### config.mk
export PLATFORM = sky130hd
export DESIGN_NAME = poscnt24
export DESIGN_NICKNAME = d
export VERILOG_FILES = /design/src/rtl/poscnt_pkg.sv /design/src/rtl/poscnt_host.sv /design/src/rtl/poscnt_core.sv /design/src/rtl/poscnt24.sv
export SDC_FILE = /design/constraint.sdc
export NUM_CORES = 1
export LEC_CHECK = 0
export ABC_AREA = 1
export CELL_PAD_IN_SITES_DETAIL_PLACEMENT = 2
export CELL_PAD_IN_SITES_GLOBAL_PLACEMENT = 2
export CORE_MARGIN = 3
export CORE_UTILIZATION = 32
export CTS_CLUSTER_DIAMETER = 150
export DETAILED_ROUTE_END_ITERATION = 12
export DONT_BUFFER_PORTS = 1
export PLACE_DENSITY_LB_ADDON = 0.1
export SYNTH_ARGS = -nofsm -noshare
export SYNTH_HDL_FRONTEND = slang
export SYNTH_SLANG_ARGS = --single-unit
### constraint.sdc
create_clock -name clk -period 3.2 [get_ports clk]
set_clock_uncertainty 0.15 [all_clocks]
set_input_delay 0.16 -clock clk [delete_from_list [all_inputs] [get_ports clk]]
set_output_delay 0.16 -clock clk [all_outputs]
set_load 0.01 [all_outputs]
### src/rtl/poscnt_pkg.sv
package poscnt_pkg;

    localparam int BYTE_W = 8;

    localparam logic [2:0] SEL_CMD    = 3'd0;
    localparam logic [2:0] SEL_MODE   = 3'd1;
    localparam logic [2:0] SEL_IOCTL  = 3'd2;
    localparam logic [2:0] SEL_IDXCTL = 3'd3;

    typedef enum logic [1:0] {
        CM_NORMAL    = 2'd0,
        CM_RANGE     = 2'd1,
        CM_NORECYCLE = 2'd2,
        CM_MODULO    = 2'd3
    } cnt_mode_e;

    typedef enum logic [1:0] {
        EV_CARRY   = 2'd0,
        EV_COMPARE = 2'd1,
        EV_WRAP    = 2'd2,
        EV_INDEX   = 2'd3
    } ev_sel_e;

    typedef struct packed {
        ev_sel_e ev_sel;
        logic    idx_load_n;
        logic    cnt_en;
    } ioctl_t;

    typedef struct packed {
        logic rst_ptr;
        logic zero_cnt;
        logic clr_flags;
        logic clr_err;
        logic preset_to_cnt;
        logic cnt_to_latch;
        logic preset_to_psc;
    } cmd_t;

    typedef struct packed {
        logic updir;
        logic err;
        logic sign;
        logic cmp;
        logic carry;
        logic borrow;
    } flags_t;

    // Bit 0 pointer reset, bits 2:1 reset choice, bits 4:3 transfer choice.
    function automatic cmd_t decode_cmd(input logic [4:0] b);
        cmd_t c;
        c.rst_ptr       = b[0];
        c.zero_cnt      = (b[2:1] == 2'd1);
        c.clr_flags     = (b[2:1] == 2'd2);
        c.clr_err       = (b[2:1] == 2'd3);
        c.preset_to_cnt = (b[4:3] == 2'd1);
        c.cnt_to_latch  = (b[4:3] == 2'd2);
        c.preset_to_psc = (b[4:3] == 2'd3);
        return c;
    endfunction

    function automatic logic [BYTE_W-1:0] pack_status(input flags_t f);
        return {2'b00, f.updir, f.err, f.sign, f.cmp, f.carry, f.borrow};
    endfunction

endpackage

### src/rtl/poscnt_host.sv
module poscnt_host
    import poscnt_pkg::*;
#(
    parameter int CNT_W = 24
) (
    input  logic                  clk,
    input  logic                  rst,
    input  logic                  bus_wr,
    input  logic                  bus_rd,
    input  logic                  bus_ctl,
    input  logic [BYTE_W-1:0]     bus_wdata,
    input  logic [CNT_W-1:0]      count,
    input  flags_t                flags,
    output logic [BYTE_W-1:0]     bus_rdata,
    output logic [CNT_W-1:0]      preset,
    output cnt_mode_e             mode,
    output ioctl_t                ioctl,
    output logic                  idx_invert,
    output cmd_t                  cmd,
    output logic [BYTE_W-1:0]     prescale
);
    localparam int NBYTES = CNT_W / BYTE_W;
    localparam int PTR_W  = (NBYTES > 1) ? $clog2(NBYTES) : 1;
    localparam logic [PTR_W-1:0] PTR_LAST = PTR_W'(NBYTES - 1);

    logic [NBYTES-1:0][BYTE_W-1:0] preset_q;
    logic [NBYTES-1:0][BYTE_W-1:0] latch_q;
    logic [PTR_W-1:0]              ptr_q;

    logic       ctl_wr, data_wr, data_rd;
    logic [2:0] sel;

    assign ctl_wr  = bus_wr &  bus_ctl;
    assign data_wr = bus_wr & ~bus_ctl;
    assign data_rd = bus_rd & ~bus_ctl;
    assign sel     = bus_wdata[7:5];

    assign cmd    = (ctl_wr && sel == SEL_CMD) ? decode_cmd(bus_wdata[4:0]) : '0;
    assign preset = preset_q;

    always_ff @(posedge clk) begin
        if (rst) begin
            ptr_q      <= '0;
            preset_q   <= '0;
            latch_q    <= '0;
            mode       <= CM_NORMAL;
            ioctl      <= '{ev_sel: EV_CARRY, idx_load_n: 1'b1, cnt_en: 1'b0};
            idx_invert <= 1'b0;
            prescale   <= '0;
        end else begin
            if (cmd.rst_ptr)
                ptr_q <= '0;
            else if (data_wr || data_rd)
                ptr_q <= (ptr_q == PTR_LAST) ? '0 : ptr_q + 1'b1;

            if (data_wr)
                preset_q[ptr_q] <= bus_wdata;

            if (cmd.cnt_to_latch)
                latch_q <= count;

            if (cmd.preset_to_psc)
                prescale <= preset_q[0];

            if (ctl_wr) begin
                case (sel)
                    SEL_MODE:   mode <= cnt_mode_e'(bus_wdata[2:1]);
                    SEL_IOCTL:  ioctl <= '{ev_sel: ev_sel_e'(bus_wdata[4:3]),
                                           idx_load_n: bus_wdata[1],
                                           cnt_en: bus_wdata[0]};
                    SEL_IDXCTL: idx_invert <= bus_wdata[1];
                    default: ;
                endcase
            end
        end
    end

    assign bus_rdata = bus_ctl ? pack_status(flags) : latch_q[ptr_q];

    // host never reads and writes in one cycle
    assert_one_access_R3: assert property (@(posedge clk) disable iff (rst)
        !(bus_wr && bus_rd));

    // pointer wraps to the low byte after the top byte
    assert_ptr_wrap_R3: assert property (@(posedge clk) disable iff (rst)
        ((bus_wr || bus_rd) && !bus_ctl && ptr_q == PTR_LAST) |=> (ptr_q == '0));

    // latch transfer captures the counter value of the command cycle
    assert_latch_copy_R5: assert property (@(posedge clk) disable iff (rst)
        cmd.cnt_to_latch |=> (latch_q == $past(count)));

endmodule

### src/rtl/poscnt_core.sv
module poscnt_core
    import poscnt_pkg::*;
#(
    parameter int CNT_W = 24
) (
    input  logic              clk,
    input  logic              rst,
    input  cnt_mode_e         mode,
    input  ioctl_t            ioctl,
    input  logic              idx_invert,
    input  logic              ld_cnt,
    input  logic              zero_cnt,
    input  logic              clr_flags,
    input  logic              clr_err,
    input  logic [CNT_W-1:0]  preset,
    input  logic              step_up,
    input  logic              step_dn,
    input  logic              index_in,
    input  logic              noise_err,
    output logic [CNT_W-1:0]  count,
    output flags_t            flags,
    output logic              event_out
);
    localparam logic [CNT_W-1:0] CNT_MAX = '1;

    logic [CNT_W-1:0] cnt_q, cnt_nxt;
    flags_t           fl_q;
    logic             frozen_q, idx_act_q, ev_q;
    logic             idx_act, idx_edge, idx_load, host_load, stalled, step_ok;
    logic             carry_ev, borrow_ev, cmp_ev, ev_sel_hit;

    assign idx_act   = index_in ^ idx_invert;
    assign idx_edge  = idx_act & ~idx_act_q;
    assign idx_load  = idx_edge & ~ioctl.idx_load_n;
    assign host_load = ld_cnt | zero_cnt;
    assign stalled   = frozen_q && (mode == CM_NORECYCLE);
    assign step_ok   = ioctl.cnt_en & (step_up | step_dn) & ~stalled & ~host_load & ~idx_load;

    always_comb begin
        cnt_nxt   = cnt_q;
        carry_ev  = 1'b0;
        borrow_ev = 1'b0;
        if (step_ok && step_up) begin
            case (mode)
                CM_RANGE: begin
                    if (cnt_q >= preset) carry_ev = 1'b1;
                    else                 cnt_nxt  = cnt_q + 1'b1;
                end
                CM_MODULO: begin
                    if (cnt_q >= preset) begin cnt_nxt = '0; carry_ev = 1'b1; end
                    else                 cnt_nxt = cnt_q + 1'b1;
                end
                default: begin
                    if (cnt_q == CNT_MAX) begin cnt_nxt = '0; carry_ev = 1'b1; end
                    else                  cnt_nxt = cnt_q + 1'b1;
                end
            endcase
        end else if (step_ok && step_dn) begin
            case (mode)
                CM_RANGE: begin
                    if (cnt_q == '0) borrow_ev = 1'b1;
                    else             cnt_nxt   = cnt_q - 1'b1;
                end
                CM_MODULO: begin
                    if (cnt_q == '0) begin cnt_nxt = preset; borrow_ev = 1'b1; end
                    else             cnt_nxt = cnt_q - 1'b1;
                end
                default: begin
                    if (cnt_q == '0) begin cnt_nxt = CNT_MAX; borrow_ev = 1'b1; end
                    else             cnt_nxt = cnt_q - 1'b1;
                end
            endcase
        end
        cmp_ev = step_ok && (cnt_nxt == preset) && (cnt_nxt != cnt_q);
    end

    always_comb begin
        case (ioctl.ev_sel)
            EV_CARRY:   ev_sel_hit = carry_ev;
            EV_COMPARE: ev_sel_hit = cmp_ev;
            EV_WRAP:    ev_sel_hit = carry_ev | borrow_ev;
            default:    ev_sel_hit = idx_edge;
        endcase
    end

    always_ff @(posedge clk) begin
        if (rst) begin
            cnt_q     <= '0;
            fl_q      <= '0;
            frozen_q  <= 1'b0;
            idx_act_q <= 1'b0;
            ev_q      <= 1'b0;
        end else begin
            if (ld_cnt)        cnt_q <= preset;
            else if (zero_cnt) cnt_q <= '0;
            else if (idx_load) cnt_q <= preset;
            else               cnt_q <= cnt_nxt;

            if (host_load || idx_load)
                frozen_q <= 1'b0;
            else if (mode == CM_NORECYCLE && (carry_ev || borrow_ev))
                frozen_q <= 1'b1;

            if (clr_flags) begin
                fl_q.borrow <= 1'b0;
                fl_q.carry  <= 1'b0;
                fl_q.cmp    <= 1'b0;
                fl_q.sign   <= 1'b0;
            end else begin
                fl_q.borrow <= fl_q.borrow ^ borrow_ev;
                fl_q.carry  <= fl_q.carry ^ carry_ev;
                fl_q.cmp    <= fl_q.cmp ^ cmp_ev;
                if (borrow_ev)     fl_q.sign <= 1'b1;
                else if (carry_ev) fl_q.sign <= 1'b0;
            end

            if (clr_err)        fl_q.err <= 1'b0;
            else if (noise_err) fl_q.err <= 1'b1;

            if (step_ok) fl_q.updir <= step_up;

            idx_act_q <= idx_act;
            ev_q      <= ev_sel_hit;
        end
    end

    assign count     = cnt_q;
    assign flags     = fl_q;
    assign event_out = ev_q;

    // front end raises at most one direction strobe per cycle
    assert_one_dir_R7: assert property (@(posedge clk) disable iff (rst)
        !(step_up && step_dn));

    // with counting disabled and no load, the counter holds
    assert_hold_disabled_R7: assert property (@(posedge clk) disable iff (rst)
        (!ioctl.cnt_en && !host_load && !idx_load) |=> $stable(cnt_q));

    // normal-mode up wrap lands on zero and flips carry
    assert_wrap_up_R8: assert property (@(posedge clk) disable iff (rst)
        (mode == CM_NORMAL && step_ok && step_up && cnt_q == CNT_MAX && !clr_flags)
        |=> (cnt_q == '0 && fl_q.carry != $past(fl_q.carry)));

    // range-limit up step at the ceiling leaves the counter alone
    assert_range_hold_R9: assert property (@(posedge clk) disable iff (rst)
        (mode == CM_RANGE && step_ok && step_up && cnt_q >= preset) |=> $stable(cnt_q));

    // flag clear empties all four event flags
    assert_clr_flags_R4: assert property (@(posedge clk) disable iff (rst)
        clr_flags |=> (!fl_q.borrow && !fl_q.carry && !fl_q.cmp && !fl_q.sign));

    // error flag is sticky until its own clear
    assert_err_sticky_R14: assert property (@(posedge clk) disable iff (rst)
        (fl_q.err && !clr_err) |=> fl_q.err);

endmodule

### src/rtl/poscnt24.sv
module poscnt24
    import poscnt_pkg::*;
#(
    parameter int CNT_W = 24
) (
    input  logic       clk,
    input  logic       rst,
    input  logic       bus_wr,
    input  logic       bus_rd,
    input  logic       bus_ctl,
    input  logic [7:0] bus_wdata,
    output logic [7:0] bus_rdata,
    input  logic       step_up,
    input  logic       step_dn,
    input  logic       index_in,
    input  logic       noise_err,
    output logic       event_out,
    output logic [7:0] prescale_out
);
    logic [CNT_W-1:0] count, preset;
    flags_t           flags;
    cnt_mode_e        mode;
    ioctl_t           ioctl;
    logic             idx_invert;
    cmd_t             cmd;

    poscnt_host #(.CNT_W(CNT_W)) u_host (
        .clk        (clk),
        .rst        (rst),
        .bus_wr     (bus_wr),
        .bus_rd     (bus_rd),
        .bus_ctl    (bus_ctl),
        .bus_wdata  (bus_wdata),
        .count      (count),
        .flags      (flags),
        .bus_rdata  (bus_rdata),
        .preset     (preset),
        .mode       (mode),
        .ioctl      (ioctl),
        .idx_invert (idx_invert),
        .cmd        (cmd),
        .prescale   (prescale_out)
    );

    poscnt_core #(.CNT_W(CNT_W)) u_core (
        .clk        (clk),
        .rst        (rst),
        .mode       (mode),
        .ioctl      (ioctl),
        .idx_invert (idx_invert),
        .ld_cnt     (cmd.preset_to_cnt),
        .zero_cnt   (cmd.zero_cnt),
        .clr_flags  (cmd.clr_flags),
        .clr_err    (cmd.clr_err),
        .preset     (preset),
        .step_up    (step_up),
        .step_dn    (step_dn),
        .index_in   (index_in),
        .noise_err  (noise_err),
        .count      (count),
        .flags      (flags),
        .event_out  (event_out)
    );

endmodule

=== Yosys cells after proc, flatten, opt, wreduce, memory -nomap -nowiden ===
Index checks and enable logic that the tools add are counted.
W data, S select, Z words.

* Register bits after elaboration: 98
* Input port bits: 17

* Add/sub/neg operators: 3
* Order comparisons: 3
* Equality and inequality tests: 18
* Muxes and demuxes: 31
* Bitwise logic cells: 22
* Reduce and logical (&&, ||, !) cells: 23

{| class="wikitable"
|+ Operator list
! kind !! count
|-
| $mux W24 || 11
|-
| $pmux W24 S2 || 2
|-
| $add A24 B1 Y24 const B || 1
|-
| $bwmux W24 || 1
|-
| $eq A24 B24 Y1 || 1
|-
| $eq A24 B24 Y1 const B || 1
|-
| $ge A24 B24 Y1 || 1
|-
| $logic_not A24 Y1 || 1
|-
| $mux W8 || 3
|-
| $ne A24 B24 Y1 || 1
|-
| $sub A24 B1 Y24 const B || 1
|-
| $bmux W8 S2 || 1
|-
| $demux W8 S2 || 1
|-
| $eq A2 B2 Y1 const B || 8
|-
| $reduce_or A2 Y1 || 5
|-
| $and A1 B1 Y1 || 9
|-
| $mux W1 || 9
|-
| $eq A2 B1 Y1 const B || 4
|-
| $logic_and A1 B1 Y1 || 8
|-
| $mux W7 || 1
|-
| $eq A3 B2 Y1 const B || 2
|-
| $not A1 Y1 || 6
|-
| $reduce_and A2 Y1 || 3
|-
| $xor A1 B1 Y1 || 4
|-
| other kinds (11) || 15
|}

=== Depth between registers and ports, before layout ===
* Word-level depth: 14
* Depth in mapped cells: 29
* Mapped depth without buffers: 27

=== By module ===
A second synthesis with hierarchy kept.

* Cells, all modules: 1573
* Area total of the unflattened synthesis: 9006.1 µm²

{| class="wikitable"
|+ By module, submodules not included
! module !! instances !! cells each !! area an instance (µm²)
|-
| poscnt_core || 1 || 1071 || 5840.6
|-
| poscnt_host || 1 || 502 || 3165.5
|}

=== Worst setup path before layout ===
OpenSTA, ideal clock, no wires.

* Kind: reg2reg
* From: reg u_core.cnt_q[0], in the netlist u_core.count[0]
* To: reg u_core.fl_q, in the netlist u_core.flags[2]
* Setup time: 66 ps
* Arrival time: 3075 ps
* Data required time: 2984 ps
* Slack: -91 ps
* Cell stages (with the launch flop): 28
* Clock period less this slack: 3291 ps
* Cell sequence: dfxtp_1 buf_2 inv_1 ha_1 nand2_1 nor2_1 nand2_1 nand2_1 nor2_1 nand2_1 nand2_1 inv_1 nor2_1 buf_2 ha_1 o21ai_0 o21ai_0 nand2_1 nand2_1 xor2_1 inv_1 nor2_1 nand3_1 nor2_1 nand3_1 nand3_1 nand2_1 a21oi_2

* Longest elaborated chain between the ends: 9
* Elaborated cells on any way between the ends: 20
* Those cells by class: add/sub: 2; order compare: 1; eq/ne: 3; mux: 10; bitwise: 1; reduce/logical: 3

{| class="wikitable"
|+ Ends and longest elaborated chain
! element !! RTL line !! RTL
|-
| from (decl) || poscnt_core.sv:26 || <nowiki>logic [CNT_W-1:0] cnt_q, cnt_nxt;</nowiki>
|-
| from (signal assigned) || poscnt_core.sv:94 || <nowiki>if (ld_cnt) cnt_q <= preset;</nowiki>
|-
| from (signal assigned) || poscnt_core.sv:96 || <nowiki>else if (idx_load) cnt_q <= preset;</nowiki>
|-
| from (signal assigned) || poscnt_core.sv:97 || <nowiki>else cnt_q <= cnt_nxt;</nowiki>
|-
| $sub A24 B1 Y24 or $logic_not A24 Y1 (tied branches) || n/a ||
|-
| $mux W24 (on tied branches) || poscnt_core.sv:69, poscnt_core.sv:61, poscnt_core.sv:65 ||
|-
| $pmux W24 S2 || poscnt_core.sv:59 || <nowiki>case (mode)</nowiki>
|-
| $mux W24 || poscnt_core.sv:58 || <nowiki>end else if (step_ok && step_dn) begin</nowiki>
|-
| $mux W24 || poscnt_core.sv:43 || <nowiki>if (step_ok && step_up) begin</nowiki>
|-
| $eq A24 B24 Y1 || poscnt_core.sv:74 || <nowiki>cmp_ev = step_ok && (cnt_nxt == preset) && (cnt_nxt != cnt_q);</nowiki>
|-
| $logic_and A1 B1 Y1 || poscnt_core.sv:74 ||
|-
| $logic_and A1 B1 Y1 (*) || poscnt_core.sv:74 ||
|-
| $xor A1 B1 Y1 (*) || poscnt_core.sv:112 || <nowiki>fl_q.cmp <= fl_q.cmp ^ cmp_ev;</nowiki>
|-
| to (decl) || poscnt_core.sv:27 || <nowiki>flags_t fl_q;</nowiki>
|}

Every way passes the cells marked *; elsewhere a longest branch is shown, timed or not.
A chain may end at the register's enable or synchronous reset.

=== Worst setup path after layout ===
* From: reg u_host.preset_q, in the netlist u_host.preset[10]
* To: reg u_core.ev_q, in the netlist u_core.event_out

* Longest elaborated chain between the ends: 8
* Elaborated cells on any way between the ends: 17
* Those cells by class: order compare: 1; eq/ne: 2; mux: 11; bitwise: 1; reduce/logical: 2

{| class="wikitable"
|+ Ends and longest elaborated chain
! element !! RTL line !! RTL
|-
| from (decl) || poscnt_host.sv:26 || <nowiki>logic [NBYTES-1:0][BYTE_W-1:0] preset_q;</nowiki>
|-
| from (signal, indexed assignment) || poscnt_host.sv:57 || <nowiki>preset_q[ptr_q] <= bus_wdata;</nowiki>
|-
| $ge A24 B24 Y1 or $mux W24 (tied branches) || poscnt_core.sv:46, poscnt_core.sv:50, poscnt_core.sv:65 ||
|-
| $mux W24, or another cell as far along || poscnt_core.sv:50 || <nowiki>if (cnt_q >= preset) begin cnt_nxt = '0; carry_ev = 1'b1; end</nowiki>
|-
| $pmux W24 S2 or $mux W24 (tied branches) || poscnt_core.sv:44, poscnt_core.sv:58 ||
|-
| $mux W24 || poscnt_core.sv:43 ||
|-
| $eq A24 B24 Y1 || poscnt_core.sv:74 ||
|-
| $logic_and A1 B1 Y1 (2 in series) || poscnt_core.sv:74 ||
|-
| $pmux W1 S3 (*) || poscnt_core.sv:78 || <nowiki>case (ioctl.ev_sel)</nowiki>
|-
| to (signal assigned) || poscnt_core.sv:123 || <nowiki>ev_q <= ev_sel_hit;</nowiki>
|-
| to (decl) || poscnt_core.sv:28 || <nowiki>logic frozen_q, idx_act_q, ev_q;</nowiki>
|}

Marks and branches as above.

==> results.md <==
- IO Port Bufs: 0
- CP Data Required Time: 3.34 ns
- Final setup viols: 7
- Peak Freq: ~250 MHz
- Area growth from synthesis to layout: 37.26%
- Post-Syn Instances: 1498
- Iter 0 DRT Violations: 1198
- CTS tree: built
- Area fraction in and, or, nand and nor cells after synthesis: around two fifths
- Worst-skew pair later-pin latency: between 0.3 and 0.4 ns
- Area share of the largest cell type after synthesis: between 20% and 30%
- Syn_area_per_cell: 5.948 µm²
- Worst-path clk slew: around 0.080 ns
- Combinational fraction of design power: 47.0%
- First-pass GRT wire length: 81.17 mm
- Overflow after GRT: 0
- DR WL met3: between 4 and 5 mm
- Synthesized cell area: 8910 µm²
- Maximum VDD drop: 0.0002445 V
- Worst Hold Class: in2reg
- Final antenna-violating net count: 0
- Critical path capture point type: register
- Routability cong.: about 0.94
- Power after layout: roughly 4.6 mW
- Worst setup path class: reg2reg
- Commonest cells in the netlist: nand2_1, inv_1, nand3_1
- Final wirelength: 62.63 mm
- Hold Fails Final Rpt: 0
- Largest net degree at the start of global routing: 49
- Met2 wire length: around 30 mm
- Initial antenna violation count: 4
- Flops & latches, synth: between 90 and 100
- Cell Rows: 60
- Vias in the first global route: around 13000
- Max-cap violations: 0
- Status: finished, violations left
- # DRC: 0
- Total CTS buffers: 9
- Routed len/inst: about 30 µm
- Number of synthesized flops with an enable pin: 0
- Count leader, synth: nand2_1
- Asr flop ratio synth: 0%
- Max Slew Vio Count: 0
- Post-Synth XOR/XNOR Area: just over 3%
- Htree depth: 3
- CTS Buffer Depth: 2
- Die area: roughly 30000 µm²
- Clock sink count: 98
- Violated checks: setup timing
- Placed Instance Area: around 11000 µm²
- Die W: about 170 µm
- Die height: between 150 and 200 µm
- Clk pwr share: 24.8%
- Yosys cell types: 45
- Most used DFF post-synth: dfxtp_1
- Sequential area share after synthesis: 22.02%
- Initial Util: roughly a third
- Crit path time final: 3.967 ns
- Root Driver: clkbuf_16
- GRT Util Overall: a little over a third
- Core Region: about 27000 µm²
- DR pass1 iterations: 5
- P_int: ~2.6 mW
- Leading area contributor after synthesis: dfxtp_1
- WL met1: ~24 mm
- Worst Tran Pin Value: between 1 and 1.5 ns
- Final Cell Area: 12230 µm²
- Leak: 5.506 nW
- Fin crit share: 124.0%
- Nets@finish: between 1500 and 2000
- Layout cells sized above 1: 30.49%
- Sw Ratio: between 40% and 50%
- DR vias/cell: a little over 6
- PD cells: around 370 nW/µm²
- Compound-Gate Fraction of Synth Area: a little under a fifth
- Max FO, Critical Path: 4
- Unrepaired setup endpoints after global routing: true
- Top post-synthesis cells by area: dfxtp_1, nand2_1, nand3_1, inv_1, a21oi_1
- Setup crit start kind: register
- Main combinational cell family by area after synthesis: simple AND/OR/NAND/NOR gates
- Final setup margin: -0.7668 ns
- Adder-Cell Fraction of Synth Area: under 10%
- CP Data Arrival Time: 4.11 ns
- Mux contribution to synthesized area: 0%
- Slew HR: approximately 14%
- Part of the power in registers: approximately 28%
- Syn_nets: between 1500 and 2000
- Vias: 12670
- Io pins: 34
- Top layer in use: met5
- Final HPWL DP: 38.03 mm
- NetSw: roughly 2 mW
- Warnings from Yosys: 0
[power groups by stage]
stage | Sequential, mW | Combinational, mW | Clock (mW)
finish | 1.29 | 2.14 | 1.13
global route | 1.29 | 2.25 | 1.18
CTS | 1.28 | 1.78 | 1.08
detailed placement | 1.30 | 1.55 | 0
global placement | 1.30 | 1.48 | 0
floorplan | 1.30 | 0.884 | 0
[flip-flops by register name, summed over array words and instances (netlist names), 2 cells and up]
signal / cells
u_core.count: 24
u_core.flags: 6
u_host.ioctl: 4
u_host.latch_q: 24
u_host.mode: 2
u_host.prescale: 8
u_host.preset: 24
u_host.ptr_q: 2
[layout by cell type (no fill, tap or decap), types with 20 or more instances in the layout]
cell      netlist  routed
nand2_1       419     370
inv_2           7      21
dfxtp_1        98      75
nor2_1        123      92
o21ai_0       104     100
a21oi_1       121     114
nor2_2         14      33
dfxtp_2         0      22
nand3_1       170     150
o211ai_1       27      27
nor2_4         10      22
nand3_2         7      20
inv_1         171     154
xor2_1         27      26
buf_4          11     240
nand2_2        16      57
[critical path, stage by stage (launching register included)]
cell and delay, ns:
dfxtp_2 0.34, inv_1 0.14, ha_4 0.23, nand2_1 0.11, inv_2 0.06, nand2_1 0.08
nand2_1 0.08, nand2_2 0.11, nand2_4 0.07, a21oi_4 0.28, buf_6 0.16, nand3_4 0.08
nand2_4 0.14, buf_12 0.13, buf_4 0.12, nand2_2 0.07, nand3_4 0.11, nand2_4 0.08
nand2_1 0.10, nand2_1 0.09, nor2_1 0.22, nand2_1 0.16, nor2_2 0.21, nand3_1 0.13
nor2_2 0.18, nand3_2 0.11, a21oi_2 0.15
[what timing repair did]
item	CTS	global route
endpoints found under the setup margin	6	5
buffers inserted	13	16
hold endpoints to repair	48	0
hold buffers	12	0
pin swaps	39	50
gates resized for setup	118	100
[final timing paths]
kind,slack [ns],cells past startpoint,from,endpoint
max,-0.77,26,u_host.preset[10]$_SDFFE_PP0P_,u_core.event_out$_SDFF_PP0_
min,0.01,3,bus_wdata[3],u_host.preset[19]$_SDFFE_PP0P_
max reg2reg,-0.77,26,u_host.preset[10]$_SDFFE_PP0P_,u_core.event_out$_SDFF_PP0_
min reg2reg,0.31,2,u_host.latch_q[23]$_SDFFE_PP0P_,u_host.latch_q[23]$_SDFFE_PP0P_
[logic make-up (layout without fill, tap and decap cells)]
group	count (synthesis)	count (layout)
simple gates	794	794
compound gates	297	297
buf+inv	251	465
flops	98	98
fa+ha+maj	29	29
xor+xnor	29	29
other cells	0	6
[per-layer routing]
| layer | track usage (%) | up-vias |
|---|---|---|
| li1 | - | 5323 |
| met1 | 42.42 | 6358 |
| met5 | 0 | - |
| met3 | 5.753 | 313 |
| met2 | 60.34 | 678 |
| met4 | 17.64 | 2 |
[final cells by class]
cell class	instances	area, µm²
repair buffers	269	2191
well taps	372	465.4
inverters	180	688.2
clock buffers	10	229.0
multi-input cells	1149	6599
clock inverters	6	48.80
flip-flops and latches	98	1993
diodes	6	15.01
fillers	3306	14950
[per-stage QoR]
step | hold WS, ns | util [%] | worst slack (ns) | setup TNS (ns) | cells
finish | 0.01495 | 45.00 | -0.7668 | -2.068 | 2090
global route | 0.03084 | 44.94 | -0.8245 | -2.490 | 2084
CTS | 0.006549 | 43.09 | -0.1175 | -0.1986 | 2068
detailed placement | 0.08455 | 39.38 | -0.8461 | -1.913 | 2027
global placement | 0.08319 | 39.38 | -0.6396 | -1.245 | 2027
floorplan | 0.1433 | - | 0.01294 | 0 | 1498
Note: power is estimated with default switching activity, not from simulation.
